## config.mk

```make
export PLATFORM = sky130hd
export DESIGN_NAME = nbrom_slave
export DESIGN_NICKNAME = d
export VERILOG_FILES = /design/src/rtl/nbrom_pkg.sv /design/src/rtl/nbrom_seq.sv /design/src/rtl/nbrom_latch.sv /design/src/rtl/nbrom_array.sv /design/src/rtl/nbrom_slave.sv
export SDC_FILE = /design/constraint.sdc
export NUM_CORES = 1
export LEC_CHECK = 0
export ABC_AREA = 1
export BUFFER_PORTS_ARGS = -buffer_cell sky130_fd_sc_hd__buf_2
export CORE_ASPECT_RATIO = 0.75
export CORE_MARGIN = 3
export CORE_UTILIZATION = 60
export CTS_BUF_LIST = sky130_fd_sc_hd__clkbuf_16
export DETAILED_ROUTE_END_ITERATION = 10
export GPL_TIMING_DRIVEN = 0
export PLACE_DENSITY = 0.78
export SYNTH_ARGS = -nofsm -noshare
export SYNTH_HDL_FRONTEND = slang
export SYNTH_SLANG_ARGS = --single-unit
```

## constraint.sdc

```tcl
create_clock -name clk -period 2.6 [get_ports clk]
set_clock_uncertainty 0.05 [all_clocks]
set_input_delay 0.39 -clock clk [delete_from_list [all_inputs] [get_ports clk]]
set_output_delay 0.39 -clock clk [all_outputs]
set_load 0.02 [all_outputs]
```

## src/rtl/nbrom_pkg.sv

```systemverilog
package nbrom_pkg;

    typedef enum logic [3:0] {
        ST_IDLE,
        ST_ADR_LO,
        ST_ADR_HI,
        ST_CHIP,
        ST_DAT_HI,
        ST_DAT_LO,
        ST_EXE1,
        ST_EXE2,
        ST_EXE3
    } bus_state_t;

    // Programmed content: a linear sequence below len, blank (all ones) above.
    function automatic logic [7:0] rom_byte(input int a, input int len,
                                            input int step, input int seed);
        int v;
        if (a >= len) return 8'hFF;
        v = (a * step + seed) % 256;
        return v[7:0];
    endfunction

endpackage

```

## src/rtl/nbrom_seq.sv

```systemverilog
module nbrom_seq
    import nbrom_pkg::*;
(
    input  logic       clk,
    input  logic       poc,
    input  logic       sync,
    output bus_state_t state,
    output logic       cap_lo,
    output logic       cap_hi,
    output logic       cap_chip,
    output logic       drv_hi,
    output logic       drv_lo
);

    bus_state_t nxt;

    always_comb begin
        nxt = ST_IDLE;
        if (sync) begin
            nxt = ST_ADR_LO;
        end else begin
            unique case (state)
                ST_IDLE:   nxt = ST_IDLE;
                ST_ADR_LO: nxt = ST_ADR_HI;
                ST_ADR_HI: nxt = ST_CHIP;
                ST_CHIP:   nxt = ST_DAT_HI;
                ST_DAT_HI: nxt = ST_DAT_LO;
                ST_DAT_LO: nxt = ST_EXE1;
                ST_EXE1:   nxt = ST_EXE2;
                ST_EXE2:   nxt = ST_EXE3;
                ST_EXE3:   nxt = ST_IDLE;
                default:   nxt = ST_IDLE;
            endcase
        end
    end

    always_ff @(posedge clk) begin
        if (poc) state <= ST_IDLE;
        else     state <= nxt;
    end

    always_comb begin
        cap_lo   = 1'b0;
        cap_hi   = 1'b0;
        cap_chip = 1'b0;
        drv_hi   = 1'b0;
        drv_lo   = 1'b0;
        unique case (state)
            ST_ADR_LO: cap_lo   = 1'b1;
            ST_ADR_HI: cap_hi   = 1'b1;
            ST_CHIP:   cap_chip = 1'b1;
            ST_DAT_HI: drv_hi   = 1'b1;
            ST_DAT_LO: drv_lo   = 1'b1;
            default:   ;
        endcase
    end

endmodule

```

## src/rtl/nbrom_latch.sv

```systemverilog
module nbrom_latch #(
    parameter int            NIB_W   = 4,
    parameter logic [3:0]    CHIP_ID = 4'd5,
    localparam int           ADDR_W  = 2 * NIB_W
) (
    input  logic              clk,
    input  logic              poc,
    input  logic              sync,
    input  logic              cm_rom,
    input  logic [NIB_W-1:0]  d_in,
    input  logic              cap_lo,
    input  logic              cap_hi,
    input  logic              cap_chip,
    output logic [ADDR_W-1:0] addr,
    output logic              hit
);

    always_ff @(posedge clk) begin
        if (poc) begin
            addr <= '0;
            hit  <= 1'b0;
        end else begin
            if (cap_lo) addr[NIB_W-1:0]      <= d_in;
            if (cap_hi) addr[ADDR_W-1:NIB_W] <= d_in;
            if (cap_chip) hit <= cm_rom && (d_in == NIB_W'(CHIP_ID));
            if (sync)     hit <= 1'b0;
        end
    end

endmodule

```

## src/rtl/nbrom_array.sv

```systemverilog
module nbrom_array
    import nbrom_pkg::*;
#(
    parameter int  ADDR_W   = 8,
    parameter int  PROG_LEN = 200,
    parameter int  STEP     = 37,
    parameter int  SEED     = 11,
    localparam int DEPTH    = 1 << ADDR_W
) (
    input  logic [ADDR_W-1:0] addr,
    output logic [7:0]        data
);

    logic [7:0] cells [DEPTH];

    for (genvar i = 0; i < DEPTH; i++) begin : g_cell
        assign cells[i] = rom_byte(i, PROG_LEN, STEP, SEED);
    end

    assign data = cells[addr];

endmodule

```

## src/rtl/nbrom_slave.sv

```systemverilog
module nbrom_slave
    import nbrom_pkg::*;
#(
    parameter logic [3:0] CHIP_ID  = 4'd5,
    parameter int         PROG_LEN = 200,
    parameter int         STEP     = 37,
    parameter int         SEED     = 11,
    localparam int        NIB_W    = 4,
    localparam int        ADDR_W   = 2 * NIB_W
) (
    input  logic             clk,
    input  logic             poc,
    input  logic             sync,
    input  logic             cm_rom,
    input  logic [NIB_W-1:0] d_in,
    output logic [NIB_W-1:0] d_out,
    output logic             d_oe
);

    bus_state_t        state;
    logic              cap_lo, cap_hi, cap_chip, drv_hi, drv_lo;
    logic [ADDR_W-1:0] addr;
    logic              hit;
    logic [7:0]        rbyte;

    nbrom_seq u_seq (
        .clk(clk), .poc(poc), .sync(sync), .state(state),
        .cap_lo(cap_lo), .cap_hi(cap_hi), .cap_chip(cap_chip),
        .drv_hi(drv_hi), .drv_lo(drv_lo)
    );

    nbrom_latch #(.NIB_W(NIB_W), .CHIP_ID(CHIP_ID)) u_latch (
        .clk(clk), .poc(poc), .sync(sync), .cm_rom(cm_rom), .d_in(d_in),
        .cap_lo(cap_lo), .cap_hi(cap_hi), .cap_chip(cap_chip),
        .addr(addr), .hit(hit)
    );

    nbrom_array #(.ADDR_W(ADDR_W), .PROG_LEN(PROG_LEN), .STEP(STEP), .SEED(SEED)) u_array (
        .addr(addr), .data(rbyte)
    );

    always_comb begin
        d_oe  = hit && (drv_hi || drv_lo);
        d_out = '0;
        if (d_oe) d_out = drv_hi ? rbyte[7:4] : rbyte[3:0];
    end

endmodule

```

==> impl_metrics.csv <==
group,metric,value,unit
status,status,"finished clean",
pwr,p_leak,0.852,nW
synth,syn-num-nets,274,
timing,rsz0062_at_grt,"no",
cts,numClockSinks,13,
cts,clkLatencyLatePin,0.24,ns
synth,ys_ff_latch,13,
die,row_count,14,
drt,first_pass_iters,6,
timing,setup_violations,0,
setup_path,crit_path_max_fanout,7,
setup_path,crit_top_cell,"nand2_1",
cts,path_clk_slew,0.05,ns
pwr,p_total,802,uW
timing,max_freq,401,MHz
cells_and_area,finalNonFillerCells,301,
synth,synthSimpleGateAreaFrac,46.1,%
synth,ys_types,29,
placement,post-place-cells,297,
cts,cts_tree,"done",
synth,netlist_area,1490,um^2
synth,yosysSeqAreaShare,17.4,%
placement,io_buffer_count,11,
die,die_w,63.6,um
drt,route.vias.total,1850,
drt,final_antenna_net_count,0,
timing,maxSlewHeadroom,68.6,%
placement,gp_congestion,0.939,
setup_path,end_kind,"output pin",
drt,wirelength,4690,um
cells_and_area,syn2layout_area_growth,14.1,%
synth,yosysTopAreaCell,"nand2_1",
cells_and_area,final_layout_size_suffix_gt1_share,15.6,%
placement,dp_hpwl,3380,um
die,io-pin-count,13,
timing,period_minus_slack,2.49,ns
synth,muxShareOfSynthArea,0,%
cts,postCtsSetupRepairBufs,0,
drt,first_iter_violations,304,
synth,synth_fa_ha_area_share,10.1,%
cts,cts_max_path_buffers,2,
die,initial_utilization,68.7,%
die,die_area,3130,um^2
setup_path,worstPathRequired,2.16,ns
drt,wire_per_inst,15.6,um
timing,worst_pin_slew,0.472,ns
synth,synth_top_family_by_area,"simple AND/OR/NAND/NOR gates",
synth,postSynthCellCount,254,
global_route,overflow,0,
pwr,power.density,471,nW/um^2
setup_path,crit_buf_inv,3,
pwr,vdd_ir_drop_max,0.359,mV
global_route,grt_pass1_vias,1689,
synth,synth_area_leaders,"nand2_1 (20%), dfxtp_1 (17%), nand3_1 (13%)",
synth,avgSynthCellArea,5.87,um^2
cts,cts-htree-levels,1,
setup_path,critical-path-top-delay-family,"simple AND/OR/NAND/NOR gates",
setup_path,cp_slowest_cell,"dfxtp_4",
flow_run,maxCapViolations,0,
setup_path,arrival,2.05,ns
min_path,hp-class,"primary input to register",
drt,drc,0,
synth,synth_xor_area_share,0,%
cells_and_area,antennaDiodeCount,0,
synth,yosysWarnings,0,
timing,fin_tns_setup,0,ns
timing,slew_viol_final,0,
synth,synth_top_area_share,19.9,%
timing,fin_crit_sh,95.8,%
global_route,grt_max_degree,11,
cts,root_buffer,"clkbuf_16",
global_route,grt_util_all_layers,30.5,%
cts,cts_buffers,3,
synth,synth_compound_area_share,15.9,%
cells_and_area,filler_cell_count,191,
die,core,2170,um^2
die,die_y,49.2,um
setup_path,critPathMaxStageDelay,0.40,ns
global_route,grt_pass1_wl,7580,um
timing,hold_viol_final,0,
setup_path,crit_type,"register to output pin",
global_route,antenna_found_initial,0,
drt,vias_per_cell,6.15,
cells_and_area,layout.nets,290,
setup_path,worstSetupStartpointType,"register",
setup_path,crit_chain,"inv_4, ha_4, inv_1, nand2_1, o21ai_0, nand2_1, nand2_1, nor2_1, nand2_1, nand3_1, nand3_1, a21oi_2, buf_4",
## layout by cell type (no fill, tap or decap), types with 3 or more instances in the layout
| cell type | n |
|---|---|
| inv_4 | 3 |
| a211oi_1 | 8 |
| buf_4 | 3 |
| buf_2 | 13 |
| dfxtp_1 | 11 |
| nand4_1 | 3 |
| clkbuf_16 | 3 |
| nand2_2 | 5 |
| nand2_1 | 79 |
| nand3_1 | 39 |
| o31ai_1 | 3 |
| nor2_1 | 25 |
| inv_1 | 21 |
| ha_1 | 11 |
| a21oi_1 | 12 |
| o21ai_0 | 7 |
## routing by layer
metal / GRT usage (%) / vias to the layer above / share of wire (%)
met5: 0 / - / 0
met1: 41.5 / 794 / 40
met4: 9.32 / 0 / 3.4
li1: - / 867 / -
met3: 10.8 / 22 / 15
met2: 44.7 / 167 / 41
## state kept, by name (all words and copies together), names as in the netlist
| name | cells |
|---|---|
| u_latch.addr | 8 |
| u_seq.state | 4 |
| u_latch.hit | 1 |
## worst paths after layout
check	startpoint	end	slack (ns)	cells after the start
worst max-delay path	u_latch.addr[1]	d_out[2]	0.11	13
worst max register to register	u_seq.state[0]	u_latch.addr[7]	1.15	5
worst min register to register	u_seq.state[2]	u_seq.state[3]	0.49	2
worst min-delay path	d_in[3]	u_latch.addr[3]	0.40	3
## logic make-up (layout without fill, tap and decap cells)
group           count (synthesis)  count (layout)
fa+ha+maj                      12              12
buf+inv                        34              49
flops                          13              13
simple gates                  158             158
compound gates                 37              37
## power breakdown
| group | total, mW | leakage (nW) | switching [mW] | internal (mW) |
|---|---|---|---|---|
| Clock | 0.291 | 0.0423 | 0.0880 | 0.203 |
| Combinational | 0.287 | 0.702 | 0.186 | 0.102 |
| Sequential | 0.224 | 0.108 | 0.0145 | 0.209 |
## cell usage after synthesis (all sizes together)
master / instances
o211a: 1
a31oi: 2
clkbuf: 2
a21oi: 13
o21ai: 8
inv: 25
a211oi: 8
buf: 7
dfxtp: 13
o21a: 1
nor3: 1
o31ai: 3
o211ai: 1
nor2: 26
nand4: 3
nand2: 85
nand3: 40
or2: 2
ha: 12
nand3b: 1
## worst reg2reg max path: stages (launching register included)
cell and delay, ns:
dfxtp_1 0.39, inv_1 0.10, ha_1 0.25, nand2_1 0.24, nor2_1 0.07, a211oi_1 0.25
## final cells by class
class,count,area [um^2],area share [%]
Tap cell,32,40.0,2.35
Clock buffer,3,75.1,4.41
Buffer,9,60.1,3.53
Clock inverter,1,3.75,0.221
Sequential cell,13,268,15.7
Timing Repair Buffer,11,57.6,3.38
Inverter,25,101,5.96
Multi-Input combinational cell,207,1100,64.4
## stage by stage
stage,cell area [um^2],hold WS (ns),util (%),setup slack [ns]
detailed placement,1590,0.418,73.0,0.0407
global placement,1590,0.405,73.0,0.0510
global route,1700,0.409,78.3,0.00444
floorplan,1490,0.386,-,0.328
finish,1700,0.397,78.3,0.109
CTS,1690,0.399,77.6,0.0578
## timing repair
item                                    CTS  global route
endpoints found under the setup margin    3             2
hold buffers                              0             0
hold endpoints to repair                  0             0
gates resized for setup                   7             5
(Power assumes the default switching activity.)
